<file path="config.mk">
export PLATFORM = sky130hd
export DESIGN_NAME = hdlc_tx
export DESIGN_NICKNAME = d
export VERILOG_FILES = /design/src/rtl/hdlc_tx_pkg.sv /design/src/rtl/hdlc_tx_fifo.sv /design/src/rtl/hdlc_tx_crc.sv /design/src/rtl/hdlc_tx.sv
export SDC_FILE = /design/constraint.sdc
export NUM_CORES = 1
export LEC_CHECK = 0
export BUFFER_PORTS_ARGS = -buffer_cell sky130_fd_sc_hd__buf_2
export CAP_MARGIN = 20
export CORE_AREA = 3 3 107 109
export CTS_BUF_LIST = sky130_fd_sc_hd__clkbuf_8
export CTS_CLUSTER_SIZE = 25
export DETAILED_ROUTE_END_ITERATION = 12
export DIE_AREA = 0 0 110 112
export GPL_TIMING_DRIVEN = 0
export PLACE_DENSITY = 0.88
export SETUP_SLACK_MARGIN = 0.5
export SYNTH_ARGS = -nofsm -noshare
export SYNTH_HDL_FRONTEND = slang
export SYNTH_SLANG_ARGS = --single-unit
</file>
<file path="constraint.sdc">
create_clock -name clk -period 2.44 [get_ports clk]
set_clock_uncertainty 0.1 [all_clocks]
set_input_delay 0.122 -clock clk [delete_from_list [all_inputs] [get_ports clk]]
set_output_delay 0.122 -clock clk [all_outputs]
set_load 0.03 [all_outputs]
</file>
<file path="src/rtl/hdlc_tx_pkg.sv">
package hdlc_tx_pkg;
    typedef enum logic [2:0] {
        S_MARK,
        S_FLAG,
        S_DATA,
        S_FCS,
        S_ABORT,
        S_HOLD
    } tx_state_t;

    localparam logic [7:0]  FLAG_PATTERN  = 8'h7E;
    localparam logic [15:0] CRC_POLY_REFL = 16'h8408;
    localparam logic [15:0] CRC_PRESET    = 16'hFFFF;
    localparam logic [2:0]  STUFF_RUN     = 3'd5;
endpackage

</file>
<file path="src/rtl/hdlc_tx_fifo.sv">
module hdlc_tx_fifo #(
    parameter int W     = 9,
    parameter int DEPTH = 8
) (
    input  logic         clk,
    input  logic         rst_n,
    input  logic         push,
    input  logic [W-1:0] din,
    input  logic         pop,
    input  logic         flush,
    output logic [W-1:0] dout,
    output logic         empty,
    output logic         full
);
    localparam int AW = $clog2(DEPTH);

    logic [W-1:0] mem [DEPTH];
    logic [AW:0]  wr_ptr, rd_ptr;
    logic [AW:0]  level;

    assign level = wr_ptr - rd_ptr;
    assign empty = (wr_ptr == rd_ptr);
    assign full  = (wr_ptr[AW] != rd_ptr[AW]) && (wr_ptr[AW-1:0] == rd_ptr[AW-1:0]);
    assign dout  = mem[rd_ptr[AW-1:0]];

    always_ff @(posedge clk) begin
        if (push && !full && !flush) mem[wr_ptr[AW-1:0]] <= din;
    end

    always_ff @(posedge clk) begin
        if (!rst_n || flush) begin
            wr_ptr <= '0;
            rd_ptr <= '0;
        end else begin
            if (push && !full) wr_ptr <= wr_ptr + 1'b1;
            if (pop && !empty) rd_ptr <= rd_ptr + 1'b1;
        end
    end

    // occupancy never exceeds the depth
    a_r6_no_overflow: assert property (@(posedge clk) disable iff (!rst_n)
        level <= (AW+1)'(DEPTH));
    // the serializer never pops an empty queue
    a_r6_pop_valid: assert property (@(posedge clk) disable iff (!rst_n)
        pop |-> !empty);
endmodule

</file>
<file path="src/rtl/hdlc_tx_crc.sv">
module hdlc_tx_crc #(
    parameter int          W      = 16,
    parameter logic [15:0] POLY   = 16'h8408,
    parameter logic [15:0] PRESET = 16'hFFFF
) (
    input  logic         clk,
    input  logic         rst_n,
    input  logic         init,
    input  logic         en,
    input  logic         din,
    output logic [W-1:0] crc_nxt
);
    logic [W-1:0] crc_q;

    always_comb begin
        crc_nxt = {1'b0, crc_q[W-1:1]};
        if (crc_q[0] ^ din) crc_nxt = crc_nxt ^ POLY[W-1:0];
    end

    always_ff @(posedge clk) begin
        if (!rst_n || init) crc_q <= PRESET[W-1:0];
        else if (en)        crc_q <= crc_nxt;
    end
endmodule

</file>
<file path="src/rtl/hdlc_tx.sv">
module hdlc_tx
    import hdlc_tx_pkg::*;
#(
    parameter int DATA_W        = 8,
    parameter int FIFO_DEPTH    = 8,
    parameter int CRC_W         = 16,
    parameter int ABORT_LEN     = 8,
    parameter int ABORT_EXT_LEN = 16
) (
    input  logic              clk,
    input  logic              rst_n,
    input  logic              tx_en,
    input  logic              idle_mark,
    input  logic              shared_flag,
    input  logic              abort_req,
    input  logic              abort_ext,
    input  logic              cts_n,
    input  logic              status_clr,
    input  logic              wr_valid,
    input  logic [DATA_W-1:0] wr_data,
    input  logic              wr_last,
    output logic              txd,
    output logic              fifo_room,
    output logic              underrun,
    output logic              aborted,
    output logic              tx_en_drop
);
    localparam int CNT_MAX = (ABORT_EXT_LEN > CRC_W) ? ABORT_EXT_LEN : CRC_W;
    localparam int CNT_W   = $clog2(CNT_MAX + 1);
    localparam int ENTRY_W = DATA_W + 1;

    tx_state_t          state_q, state_d;
    logic [CNT_W-1:0]   cnt_q, cnt_d, alen_q, alen_d;
    logic [CRC_W-1:0]   shreg_q, shreg_d;
    logic [2:0]         ones_q, ones_d, ones_after;
    logic               last_q, last_d, open_ok_q, open_ok_d;
    logic               fifo_pop, fifo_flush, fifo_empty, fifo_full;
    logic [ENTRY_W-1:0] fifo_dout;
    logic               crc_init, crc_en;
    logic [CRC_W-1:0]   crc_nxt;
    logic               set_underrun, set_abort, drop_pulse;
    logic               in_frame, stuff, queued, want_flag, out_bit;

    hdlc_tx_fifo #(.W(ENTRY_W), .DEPTH(FIFO_DEPTH)) u_fifo (
        .clk(clk), .rst_n(rst_n), .push(wr_valid), .din({wr_last, wr_data}),
        .pop(fifo_pop), .flush(fifo_flush), .dout(fifo_dout),
        .empty(fifo_empty), .full(fifo_full)
    );

    hdlc_tx_crc #(.W(CRC_W), .POLY(CRC_POLY_REFL), .PRESET(CRC_PRESET)) u_crc (
        .clk(clk), .rst_n(rst_n), .init(crc_init), .en(crc_en),
        .din(shreg_q[0]), .crc_nxt(crc_nxt)
    );

    assign fifo_room  = !fifo_full;
    assign queued     = !fifo_empty;
    assign in_frame   = (state_q == S_DATA) || (state_q == S_FCS);
    assign stuff      = in_frame && (ones_q == STUFF_RUN);
    assign ones_after = shreg_q[0] ? ones_q + 3'd1 : 3'd0;
    assign want_flag  = tx_en && (queued || !idle_mark);

    // next-state and datapath control
    always_comb begin
        state_d = state_q;  cnt_d = cnt_q;  alen_d = alen_q;
        shreg_d = shreg_q;  ones_d = ones_q;
        last_d  = last_q;   open_ok_d = open_ok_q;
        fifo_pop = 1'b0; fifo_flush = 1'b0; crc_init = 1'b0; crc_en = 1'b0;
        set_underrun = 1'b0; set_abort = 1'b0; drop_pulse = 1'b0;
        if (cts_n && state_q != S_HOLD) begin
            state_d = S_HOLD;
            if (in_frame) begin
                set_abort = 1'b1; drop_pulse = 1'b1; fifo_flush = 1'b1;
            end
        end else if (abort_req && state_q != S_HOLD) begin
            state_d    = S_ABORT;
            cnt_d      = '0;
            alen_d     = abort_ext ? CNT_W'(ABORT_EXT_LEN - 1) : CNT_W'(ABORT_LEN - 1);
            fifo_flush = 1'b1;
            set_abort  = 1'b1;
        end else begin
            unique case (state_q)
                S_MARK: if (want_flag) begin
                    state_d = S_FLAG; cnt_d = '0; open_ok_d = 1'b1;
                end
                S_FLAG: if (cnt_q == CNT_W'(7)) begin
                    if (tx_en && queued && open_ok_q) begin
                        state_d  = S_DATA;  cnt_d = '0;  ones_d = '0;
                        fifo_pop = 1'b1;    crc_init = 1'b1;
                        shreg_d  = CRC_W'(fifo_dout[DATA_W-1:0]);
                        last_d   = fifo_dout[DATA_W];
                    end else if (want_flag) begin
                        cnt_d = '0; open_ok_d = 1'b1;
                    end else begin
                        state_d = S_MARK;
                    end
                end else begin
                    cnt_d = cnt_q + 1'b1;
                end
                S_DATA: if (stuff) begin
                    ones_d = '0;
                end else begin
                    crc_en  = 1'b1;
                    ones_d  = ones_after;
                    shreg_d = shreg_q >> 1;
                    cnt_d   = cnt_q + 1'b1;
                    if (cnt_q == CNT_W'(DATA_W - 1)) begin
                        cnt_d = '0;
                        if (last_q) begin
                            state_d = S_FCS;
                            shreg_d = ~crc_nxt;
                        end else if (queued) begin
                            fifo_pop = 1'b1;
                            shreg_d  = CRC_W'(fifo_dout[DATA_W-1:0]);
                            last_d   = fifo_dout[DATA_W];
                        end else begin
                            state_d      = S_ABORT;
                            alen_d       = CNT_W'(ABORT_LEN - 1);
                            set_underrun = 1'b1;
                        end
                    end
                end
                S_FCS: if (stuff) begin
                    ones_d = '0;
                    if (cnt_q == CNT_W'(CRC_W)) begin
                        state_d = S_FLAG; cnt_d = '0; open_ok_d = shared_flag;
                    end
                end else begin
                    ones_d  = ones_after;
                    shreg_d = shreg_q >> 1;
                    cnt_d   = cnt_q + 1'b1;
                    if (cnt_q == CNT_W'(CRC_W - 1) && ones_after != STUFF_RUN) begin
                        state_d = S_FLAG; cnt_d = '0; open_ok_d = shared_flag;
                    end
                end
                S_ABORT: if (cnt_q == alen_q) begin
                    cnt_d = '0; open_ok_d = 1'b1;
                    state_d = want_flag ? S_FLAG : S_MARK;
                end else begin
                    cnt_d = cnt_q + 1'b1;
                end
                S_HOLD: if (!cts_n) state_d = S_MARK;
                default: state_d = S_MARK;
            endcase
        end
    end

    always_comb begin
        unique case (state_q)
            S_FLAG:         out_bit = FLAG_PATTERN[cnt_q[2:0]];
            S_DATA, S_FCS:  out_bit = stuff ? 1'b0 : shreg_q[0];
            default:        out_bit = 1'b1;
        endcase
    end

    // state register and datapath
    always_ff @(posedge clk) begin
        if (!rst_n) begin
            state_q <= S_MARK;  cnt_q <= '0;  alen_q <= '0;
            shreg_q <= '0;      ones_q <= '0;
            last_q  <= 1'b0;    open_ok_q <= 1'b1;
        end else begin
            state_q <= state_d; cnt_q <= cnt_d;   alen_q <= alen_d;
            shreg_q <= shreg_d; ones_q <= ones_d;
            last_q  <= last_d;  open_ok_q <= open_ok_d;
        end
    end

    // outputs
    always_ff @(posedge clk) begin
        if (!rst_n) begin
            txd <= 1'b1; underrun <= 1'b0; aborted <= 1'b0; tx_en_drop <= 1'b0;
        end else begin
            txd        <= out_bit;
            underrun   <= set_underrun | (underrun & !status_clr);
            aborted    <= set_abort    | (aborted  & !status_clr);
            tx_en_drop <= drop_pulse;
        end
    end

    // line stays high while clear-to-send is lost
    a_r9_line_high: assert property (@(posedge clk) disable iff (!rst_n)
        (cts_n && $past(cts_n)) |=> txd);
    // enable-drop request is a single pulse
    a_r9_drop_pulse: assert property (@(posedge clk) disable iff (!rst_n)
        tx_en_drop |=> !tx_en_drop);
    // run of ones in stuffed fields never passes five
    a_r4_run_limit: assert property (@(posedge clk) disable iff (!rst_n)
        in_frame |-> ones_q <= STUFF_RUN);
    // every flag begins with a 0 on the line
    a_r1_flag_start: assert property (@(posedge clk) disable iff (!rst_n)
        (state_q == S_FLAG && cnt_q == '0 && !cts_n && !abort_req) |=> !txd);
    // abort counter stays inside its selected length
    a_r8_abort_len: assert property (@(posedge clk) disable iff (!rst_n)
        state_q == S_ABORT |-> cnt_q <= alen_q);
    // sticky underrun holds until cleared
    a_r10_underrun_sticky: assert property (@(posedge clk) disable iff (!rst_n)
        (underrun && !status_clr) |=> underrun);
    // underrun is only raised together with an abort sequence
    a_r7_underrun_abort: assert property (@(posedge clk) disable iff (!rst_n)
        $rose(underrun) |-> state_q == S_ABORT);
endmodule

</file>
* Yosys cells after proc, flatten, opt, wreduce, memory -nomap -nowiden
Memories as Yosys holds them, arrays and structs flattened. A register that Yosys moved wholly into a read port is not among the register bits.
Cells that the tools add are included.
** Word-level totals
- Bits in writable memories :: 72
- Memories :: 2
- Bits in read-only memories :: 8
- Flip-flop bits (word level) :: 62
- Logic and storage cells :: 214
** Memories
- u_fifo.mem :: words 8, bits a word 9, rd ports 1, clocked after memory_dff 1, wr ports 1, line hdlc_tx_fifo.sv:17 : logic [W-1:0] mem [DEPTH];
- (name not given) :: words 8, bits a word 1, rd ports 1, clocked after memory_dff 1, wr ports 0, line hdlc_tx.sv:149 : S_FLAG: out_bit = FLAG_PATTERN[cnt_q[2:0]];
** Cells by class
- Eq/ne operators :: 42
- Bitwise gates (word level) :: 10
- Order comparisons :: 1
- $add $sub $neg :: 4
- Reductions and logical operators :: 41
- Multiplexer cells :: 99
** Operators with widths (count)
- $mux W16 :: 7
- $mux W5 :: 16
- $mux W3 :: 23
- $pmux W16 S3 :: 1
- $mux W1 :: 43
- $pmux W5 S5 :: 1
- $reduce_and A10 Y1 :: 2
- $pmux W3 S6 :: 1
- $ne A2 B2 Y1 const B :: 8
- $ne A4 B4 Y1 const B :: 4
- $not A16 Y16 :: 1
- $mux W15 :: 1
- $reduce_and A7 Y1 :: 2
- $ne A3 B3 Y1 const B :: 4
- $logic_and A1 B1 Y1 :: 11
- $ne A5 B2 Y1 const B :: 2
- $reduce_bool A2 Y1 :: 5
- $eq A3 B3 Y1 const B :: 3
- $ne A3 B2 Y1 const B :: 3
- $add A4 B1 Y4 const B :: 2
- $ne A4 B2 Y1 const B :: 2
- $reduce_and A8 Y1 :: 1
- $eq A3 B2 Y1 const B :: 2
- $logic_not A1 Y1 :: 6
- other kinds (35) :: 46

* Logic depth before layout (Yosys ltp)
Gate-level depths: netlist (run 1).
- Depth in word-level cells :: 12
- Gate-level depth with buffers :: 9
- Mapped depth without buffers :: 8

* Hierarchy
From an unflattened synthesis (run 1), not the netlist that was laid out.
** Unflattened totals
- Cells, all modules :: 587
- Area, all modules :: 6777.8 sq um
** By module, submodules not included
- hdlc_tx_fifo :: area each 3542.1 sq um, instances 1, seq. area each 2382.3 sq um, cells each 191
- hdlc_tx :: area each 2496.1 sq um, instances 1, seq. area each 720.7 sq um, cells each 323
- hdlc_tx_crc :: area each 739.5 sq um, instances 1, seq. area each 320.3 sq um, cells each 73

* Least setup slack after synthesis (run 1)
Ideal clock, no wire load.
- Path kind :: flip-flop to flip-flop
- Start :: register u_fifo.wr_ptr[1]
- End :: memory u_fifo.mem[1][0], enable pin
- Required time :: 1.953 ns
- Setup slack :: -0.118 ns
- Clock period less this slack :: 2.558 ns
- Cell stages (with the launch flop) :: 8
- Path buffers :: 1
- Arrival time :: 2.071 ns
- Library setup time :: 0.387 ns
- Cell sequence :: dfxtp_1 -> buf_2 -> xnor2_1 -> nand4_1 -> and2_1 -> and2_1 -> nand2_1 -> nor3_1
** On the way
- Cells in the longest elaborated chain, start to end :: 7
** Ends and longest elaborated chain
- start: declaration :: line hdlc_tx_fifo.sv:18 : logic [AW:0] wr_ptr, rd_ptr;
- start signal: assignment :: line hdlc_tx_fifo.sv:35 : if (push && !full) wr_ptr <= wr_ptr + 1'b1;
- $eq A3 B3 Y1 :: line hdlc_tx_fifo.sv:23 : assign full = (wr_ptr[AW] != rd_ptr[AW]) && (wr_ptr[AW-1:0] == rd_ptr[AW-1:0]);
- $logic_and A1 B1 Y1 :: line hdlc_tx_fifo.sv:23
- $logic_not A1 Y1
- named net fifo_room :: line hdlc_tx.sv:23 : output logic fifo_room,
- $logic_and A1 B1 Y1 (2 in a row) :: line hdlc_tx_fifo.sv:27 : if (push && !full && !flush) mem[wr_ptr[AW-1:0]] <= din;
- $mux W1 :: line hdlc_tx_fifo.sv:27
- $mux W1 (implied by the code) :: line hdlc_tx_fifo.sv:27
- end: declaration :: line hdlc_tx_fifo.sv:17
The timed path passes the listed nets, and every way through them passes these cells.

==> results of run 1 <==
-- cell usage after synthesis (4+ instances only) --
cell	n	area (µm²)
a211oi_1	7	52.6
nand3_1	19	95.1
o21ai_0	8	40.0
a21oi_1	19	95.1
nor3_1	16	80.1
inv_1	16	60.1
clkbuf_1	16	60.1
and3_1	5	31.3
and2_1	5	31.3
a2bb2oi_1	7	61.3
nor2_1	36	135
ha_1	7	87.6
dfxtp_1	63	1260
a31oi_1	4	25.0
nor2b_1	4	25.0
mux4_2	18	405
edfxtp_1	72	2160
nor4_1	4	25.0
xnor2_1	11	96.3
o211ai_1	10	75.1
o22ai_1	12	75.1
or3_1	4	25.0
mux2i_1	12	120
nand2_1	65	244
nand2b_1	7	43.8
nand4_1	5	31.3
buf_2	10	50.1
xor2_1	6	52.6
-- cell families after synthesis --
group,after synthesis,share of synthesized area
simple gates,187,0.151
flops,135,0.567
fa+ha+maj,7,0.0145
mux,30,0.0870
compound gates,100,0.120
xor+xnor,17,0.0247
buf+inv,48,0.0356
-- sequential cells by signal (all words and copies together), names as in the netlist, named ones only --
name,cells
open_ok_q,1
u_crc.crc_q,16
tx_en_drop,1
cnt_q,5
u_fifo.wr_ptr,4
aborted,1
u_fifo.rd_ptr,4
u_fifo.mem,72
shreg_q,16
alen_q,2
txd,1
underrun,1
last_q,1
ones_q,3
state_q,3
-- placed cells by master (no fill, tap or decap), types with 6 or more instances in the layout --
master / instances
a211oi_2: 7
a21oi_1: 14
a2bb2oi_1: 6
buf_12: 12
buf_2: 24
buf_4: 35
buf_6: 25
clkbuf_8: 18
dfxtp_1: 53
dfxtp_2: 6
dlygate4sd3_1: 14
edfxtp_1: 72
inv_1: 12
inv_8: 6
mux2i_1: 9
mux4_2: 18
nand2_1: 58
nand3_2: 14
nor2_1: 28
nor2_4: 7
nor3_1: 10
nor3_4: 6
o211ai_1: 10
o21ai_0: 6
o22ai_2: 6
xnor2_1: 6
-- per-layer routing --
layer | vias to the layer above | wire, µm | global-route usage
met5 | - | 0 | 0
met4 | 0 | 1850 | 0.156
met3 | 189 | 1810 | 0.0568
met2 | 489 | 10600 | 0.500
met1 | 2604 | 6890 | 0.339
li1 | 2214 | - | -
-- worst reg2reg max path: cells and delay by family, from the launching register on --
| family | cells | cell delay [ps] |
|---|---|---|
| and+or+nand+nor | 3 | 890 |
| buffers and inverters | 3 | 460 |
| DFF | 1 | 390 |
| adders and majority gates | 1 | 170 |
| AOI/OAI and AO/OA | 2 | 150 |
| muxes | 1 | 150 |
-- where the power goes --
group / internal [µW] / switching, µW
Combinational: 278 / 374
Clock: 956 / 1030
Sequential: 2430 / 28.1
-- layout make-up --
type                            count  area (µm²)  area share
Timing Repair Buffer               97         936       0.111
Inverter                           16        63.8     0.00754
Tap cell                          140         175      0.0207
Multi-Input combinational cell    341        3130       0.370
Clock inverter                     15         183      0.0216
Antenna cell                        1        2.50    0.000296
Clock buffer                       17         234      0.0277
Sequential cell                   135        3450       0.407
Buffer                             32         290      0.0343
-- through the flow --
step	utilization	instance area, µm²	instances	power, µW
after floorplan	-	6260	524	2750
after global placement	0.611	6540	685	2840
after detailed placement	0.611	6540	685	2860
after CTS	0.746	7980	771	4910
after global routing	0.791	8460	794	5200
final	0.791	8460	794	5090
-- repair_timing --
action / 4_1_cts / 5_1_grt
endpoints found under the hold margin: 80 / 0
pin swaps: 29 / 42
gates cloned: 1 / 1
setup buffers: 39 / 21
hold buffers: 14 / 0
endpoints found under the setup margin: 129 / 131
resized for setup: 103 / 74
-- worst min path at each step --
| stage | end | cells past startpoint |
|---|---|---|
| finish | tx_en_drop | 3 |
| detailed placement | u_fifo.mem[0][5] | 1 |
| CTS | tx_en_drop | 3 |
| global placement | u_fifo.mem[7][8] | 1 |
| global route | tx_en_drop | 3 |
| floorplan | u_fifo.mem[0][0] | 0 |
==> flow_summary.yaml, run 1 <==
grt:
  antenna_found_initial: 1
  grt_max_degree: 17
  gr-total-overflow: 0
  first_global_vias: 4979
  grt_pass1_wl_mm: 26.9
  grt_use_total: 0.292
routing:
  wl_per_cell_um: 26.6
  drtIter0Drc: 737
  avgViaCountPerCell: 6.92
  drc: 0
  ant_nets: 0
  first_pass_iters: 8
  num_vias: 5496
  wirelength_mm: 21.1
clock_tree:
  cts_tree: "yes"
  cts-root-buf: "clkbuf_8"
  htree_levels: 4
  cts.sinks: 135
  insertion_delay_ps: 460
  numCtsBuffers: 17
  cts.path.max_buffers: 2
  clk_pin_slew_worst_paths_ps: 90
timing:
  slew_viol_final: 0
  timing.hold.ws_ps: 182
  slew-limit-headroom: 0.433
  fin_crit_sh: 0.998
  finalCriticalPeriod_ps: 2430
  tns_ps: 0
  setup_slack_ps: 5.74
  setup_violations: 0
  rsz0062_at_grt: "yes"
  tightest_slew_ps: 850
  fmax_mhz: 411
  finalHoldViolCount: 0
pwr:
  leakagePower_uw: 0.00290
  peakVddDrop_uv: 523
  power.density_nw_per_um2: 602
run_status:
  status: "complete, no violations"
setup_path:
  path_delay_family: "simple AND/OR/NAND/NOR gates"
  r2r_cells: 10
  critPathArrivalTime_ps: 2680
  r2r-start: "cnt_q[1]"
  slowest_delay_ps: 480
  crit_start: "cnt_q[1]"
  worst-path-stages: 10
  cpMaxStageDelayCell: "nor4b_1"
  cp-end-kind: "register"
  critPathMaxFanout: 4
  rrSetupSlack_ps: 6
  cp_cell_sequence: "ha_4, and4bb_2, buf_6, buf_4, nor3_4, a221oi_2, buf_4, nor4b_1, a221oi_2, mux2i_1"
  path_class: "register to register"
  path_buf_inv: 3
  cp-start-kind: "register"
  cp_data_required_time_ps: 2690
finish:
  fill_cells: 495
  fin_nets: 666
  post_route_cells_drive_above_1_share: 0.427
  area_growth_syn_to_layout_pct: 40.1
synthesis:
  synth_seq_cells: 135
  ys.flop_type: "edfxtp_1"
  syn_avg_cell_area_um2: 11.5
  synth_edf_count: 72
  synth_cell_types: 67
  async_flop_share: 0
  syn_area_um2: 6040
  syn_nets: 550
  synthCells: 524
  seq_area_frac_synth: 0.567
  yosys_warnings: 0
place:
  routabilityCongestion: 0.950
  hpwl_mm: 9.53
  dp_worst_setup_slack_ps: -226
  port_buffers: 21
run:
  drv_cap: 0
hold_path:
  hp-class: "input pin to register"
  worst_hold_startpoint: "cts_n"
floorplanning:
  rows: 38
  pin_count: 24
  die_y_um: 112
  dieArea_um2: 12300
  start_util: 0.564
  die_w_um: 110
  core_area_um2: 10700
No activity file was read; power rests on OpenSTA's default activity.
==> run 2: changes to the inputs <==
Settings changed: CORE_AREA 3 3 107 109 to 3 3 120 122, DIE_AREA 0 0 110 112 to 0 0 123 125, PLACE_DENSITY 0.88 to 0.74.
==> flow_summary.yaml, run 2 (same netlist as run 1, synthesis figures left out) <==
setup_path:
  cp_cell_sequence: "buf_6, xnor2_4, and4_1, buf_4, a21oi_2, o31ai_1, nor4_2, a311o_1"
  cp_data_required_time_ps: 2680
  r2r-start: "u_fifo.wr_ptr[2]"
  rrSetupSlack_ps: 80
  r2r_cells: 8
  critPathMaxFanout: 7
  path_class: "register to register"
  path_delay_family: "compound AO/OA/AOI/OAI gates"
  critPathArrivalTime_ps: 2610
  cpMaxStageDelayCell: "o31ai_1"
  path_buf_inv: 2
  cp-start-kind: "register"
  slowest_delay_ps: 540
  cp-end-kind: "register"
  r2r_end: "state_q[0]"
routing:
  drc: 0
  maxUsedRoutingLayer: "met4"
  wl_met2_mm: 8.34
  drt-met1-wl_mm: 6.29
  num_vias: 4777
  ant_nets: 0
  met3_length_um: 879
  drtIter0Drc: 280
  wl_per_cell_um: 19.2
  first_pass_iters: 5
  avgViaCountPerCell: 5.76
  wirelength_mm: 15.9
place:
  port_buffers: 21
  hpwl_mm: 9.34
  routabilityCongestion: 0.868
  dp_cells: 721
timing:
  fmax_mhz: 423
  slew-limit-headroom: 0.475
  finalHoldViolCount: 0
  finalCriticalPeriod_ps: 2360
  fin_crit_sh: 0.968
  slew_viol_final: 0
  rsz0062_at_grt: "yes"
  tightest_slew_ps: 788
  setup_violations: 0
  timing.hold.ws_ps: 130
grt:
  first_global_vias: 4743
  grt_pass1_wl_mm: 24.2
  gr-total-overflow: 0
  antenna_found_initial: 0
  grt_max_degree: 17
  grt_use_total: 0.205
floorplanning:
  die_w_um: 123
  rows: 42
  dieArea_um2: 15400
  die_y_um: 125
  core_area_um2: 13300
  start_util: 0.454
  pin_count: 24
hold_path:
  hold_path_end: "cnt_q[4]"
  hp-class: "input pin to register"
  whs_path_depth: 5
  worst_hold_startpoint: "idle_mark"
pwr:
  peakVddDrop_uv: 578
  leakagePower_uw: 0.00295
  power.density_nw_per_um2: 579
clock_tree:
  cts.sinks: 135
  clk_pin_slew_worst_paths_ps: 80
  numCtsBuffers: 17
  cts-root-buf: "clkbuf_8"
  cts.path.max_buffers: 2
  htree_levels: 4
  cts_tree: "yes"
  insertion_delay_ps: 460
finish:
  fin_nets: 666
  fin_cells: 829
  layout_common_cells: "edfxtp_1 (72), dfxtp_1 (52), nand2_1 (51)"
  largest_reg_flops: 72
  antenna_cells: 0
  final_common_cell: "edfxtp_1"
  area_growth_syn_to_layout_pct: 39.9
  post_route_cells_drive_above_1_share: 0.427
  fill_cells: 943
run_status:
  status: "complete, no violations"
run:
  drv_cap: 0
-- run 2: cell count changes in the layout (fill, tap and decap cells not counted), moves of 7 or more --
cell     delta
nand3_1    +14
nand3_2    -14
nand2_4     +9
buf_4       +8
buf_6       -8
nand2_1     -7
-- run 2: worst max-delay path by stage --
stage	start	endpoint	slack, ps	depth (start not counted)
final	u_fifo.wr_ptr[2]	state_q[0]	80	8
after global routing	cnt_q[0]	state_q[0]	3	9
after CTS	cnt_q[0]	state_q[0]	170	8
after detailed placement	state_q[0]	u_fifo.mem[6][1]	-280	8
after global placement	state_q[0]	u_fifo.mem[0][1]	-240	8
after floorplan	u_fifo.wr_ptr[1]	u_fifo.mem[0][0]	240	7
-- run 2: through the flow --
step	setup TNS [ps]	total power (µW)	setup slack, ps	instance area [µm²]	util
floorplan	0	2750	235	6260	-
global placement	-6430	2850	-241	6590	0.495
detailed placement	-8250	2860	-278	6590	0.495
CTS	0	4830	166	7940	0.597
global route	0	5070	3.41	8450	0.636
finish	0	4890	77.2	8450	0.636
-- run 2: metal layers --
metal,track usage,up-vias
met5,0,-
met1,0.247,2359
met2,0.349,171
li1,-,2199
met4,0.0723,0
met3,0.0605,48
-- run 2: cell type report --
class	instances	area [µm²]	area share
Buffer	32	292	0.0345
Clock buffer	18	248	0.0293
Clock inverter	14	145	0.0172
Inverter	16	60.1	0.00711
Multi-Input combinational cell	341	3130	0.370
Sequential cell	135	3440	0.408
Tap cell	176	220	0.0261
Timing Repair Buffer	97	915	0.108
-- run 2: worst reg2reg max path, cell delays in order, from the launching register on --
cell     delay, ps
dfxtp_2        320
buf_6          130
xnor2_4        200
and4_1         220
buf_4          180
a21oi_2        120
o31ai_1        540
nor4_2         100
a311o_1        330
-- run 2: what timing repair did --
| action | 4_1_cts | 5_1_grt |
|---|---|---|
| pin swaps | 37 | 35 |
| hold buffers | 14 | 0 |
| gates cloned | 1 | 1 |
| gates resized for setup | 89 | 84 |
| setup buffers | 40 | 20 |
| setup endpoints to repair | 129 | 127 |
| hold endpoints to repair | 80 | 0 |
-- run 2: where the power goes --
part | internal (µW) | switching [µW] | total, µW
registers | 2430 | 24.9 | 2450
clock network | 939 | 924 | 1860
logic | 253 | 322 | 575
==> run 3: changes to the inputs <==
Settings changed: CAP_MARGIN 20 to 30, SETUP_SLACK_MARGIN 0.5 to not set.
==> flow_summary.yaml, run 3 (same netlist as run 1, synthesis figures left out) <==
finish:
  layout_common_cells: "edfxtp_1 (72), nand2_1 (62), dfxtp_1 (59)"
  final_util: 0.547
  fin_nets: 616
  post_route_cells_drive_above_1_share: 0.235
  final_common_cell: "edfxtp_1"
  antenna_cells: 0
  fin_cells: 779
  area_growth_syn_to_layout_pct: 20.5
  largest_reg_flops: 72
  fill_cells: 1084
timing:
  slew-limit-headroom: 0.526
  slew_viol_final: 0
  fmax_mhz: 417
  timing.hold.ws_ps: 164
  finalCriticalPeriod_ps: 2400
  rsz0062_at_grt: "yes"
  finalHoldViolCount: 0
  tightest_slew_ps: 710
  fin_crit_sh: 0.984
  setup_slack_ps: 39.3
  setup_violations: 0
pwr:
  leakagePower_uw: 0.00249
  peakVddDrop_uv: 753
  p_sw_frac: 0.252
  combPwrFrac: 0.091
  intPower_uw: 3500
  pwr-share-clk: 0.386
  power.density_nw_per_um2: 644
  seq_power_share: 0.523
  power_switching_uw: 1180
floorplanning:
  rows: 42
  core_area_um2: 13300
  die_w_um: 123
  dieArea_um2: 15400
  start_util: 0.454
  die_y_um: 125
  pin_count: 24
clock_tree:
  cts_tree: "yes"
  insertion_delay_ps: 450
  cts.path.max_buffers: 2
  cts-root-buf: "clkbuf_8"
  clk_pin_slew_worst_paths_ps: 80
  htree_levels: 4
  numCtsBuffers: 17
  cts.sinks: 135
routing:
  avgViaCountPerCell: 5.64
  first_pass_iters: 5
  num_vias: 4394
  wirelength_mm: 13.5
  wl_per_cell_um: 17.3
  ant_nets: 0
  drtIter0Drc: 303
  drc: 0
hold_path:
  worst_hold_startpoint: "cts_n"
  hold_path_end: "state_q[0]"
  hp-class: "input pin to register"
  whs_path_depth: 2
setup_path:
  r2r-start: "cnt_q[1]"
  r2r_end: "shreg_q[7]"
  cp-start-kind: "register"
  cp_data_required_time_ps: 2660
  critPathMaxFanout: 10
  rrSetupSlack_ps: 40
  cp-end-kind: "register"
  r2r_cells: 9
  path_class: "register to register"
  critPathArrivalTime_ps: 2620
grt:
  grt_pass1_wl_mm: 21.6
  grt_use_total: 0.181
  gr-total-overflow: 0
  grt_max_degree: 17
  antenna_found_initial: 0
  first_global_vias: 4365
run_status:
  status: "complete, no violations"
place:
  port_buffers: 21
  dp_worst_setup_slack_ps: -659
  hpwl_mm: 9.02
  dp_cells: 723
  routabilityCongestion: 0.865
run:
  drv_cap: 0
run 3: cell types whose count changed in the layout (fill, tap and decap cells not counted), sizes merged:
cell,delta
buf,-55
clkinvlp,-1
clkinv,+1
inv,+1
clkbuf,+4
run 3: layout make-up:
| cell class | count | area (µm²) | area share |
|---|---|---|---|
| Inverter | 16 | 60.1 | 0.00826 |
| Tap cell | 176 | 220 | 0.0303 |
| Multi-Input combinational cell | 341 | 2640 | 0.363 |
| Clock inverter | 15 | 151 | 0.0208 |
| Clock buffer | 17 | 234 | 0.0322 |
| Sequential cell | 135 | 3430 | 0.472 |
| Buffer | 29 | 169 | 0.0232 |
| Timing Repair Buffer | 50 | 365 | 0.0502 |
run 3: how the worst max path moves through the flow:
stage	slack, ps	from	cells past startpoint	to
final	40	cnt_q[1]	9	shreg_q[7]
after global routing	-50	cnt_q[0]	9	state_q[0]
after CTS	-20	u_fifo.wr_ptr[1]	9	shreg_q[7]
after detailed placement	-660	state_q[0]	9	u_fifo.mem[1][0]
after global placement	-940	state_q[0]	8	u_fifo.mem[1][0]
after floorplan	-120	u_fifo.wr_ptr[1]	7	u_fifo.mem[1][0]
run 3: layer usage:
metal | track usage | up-vias | share of wire
li1 | - | 2109 | -
met4 | 0.0651 | 0 | 0.016
met5 | 0 | - | 0
met1 | 0.229 | 2127 | 0.43
met3 | 0.0497 | 17 | 0.051
met2 | 0.298 | 141 | 0.50
run 3: what timing repair did:
| action | CTS | global route |
|---|---|---|
| resized for setup | 39 | 32 |
| pin swaps | 5 | 3 |
| hold buffers | 14 | 0 |
| setup buffers | 5 | 8 |
| endpoints found under the hold margin | 79 | 0 |
| setup endpoints to repair | 97 | 105 |
run 3: metrics by stage:
stage	TNS [ps]	area (µm²)	power [µW]
floorplan	-2120	6040	2720
global placement	-47460	6360	2810
detailed placement	-45030	6370	2830
CTS	-20.5	7080	4670
global route	-73.8	7270	4850
finish	0	7270	4680
run 3: worst max-delay path, stage by stage, from the launching register on:
cell and delay (ps):
dfxtp_4 400, ha_4 160, and4bb_2 290, buf_8 120, buf_4 140, a31oi_4 120
or3_1 440, buf_4 220, a211oi_1 200, nor3_1 80
run 3: power groups by stage:
stage / logic, µW / registers (µW) / clock network [µW]
2_1_floorplan: 220 / 2500 / 0
3_3_place_gp: 317 / 2500 / 0
3_5_place_dp: 330 / 2500 / 0
4_1_cts: 396 / 2450 / 1830
5_1_grt: 462 / 2450 / 1940
6_report: 426 / 2450 / 1810
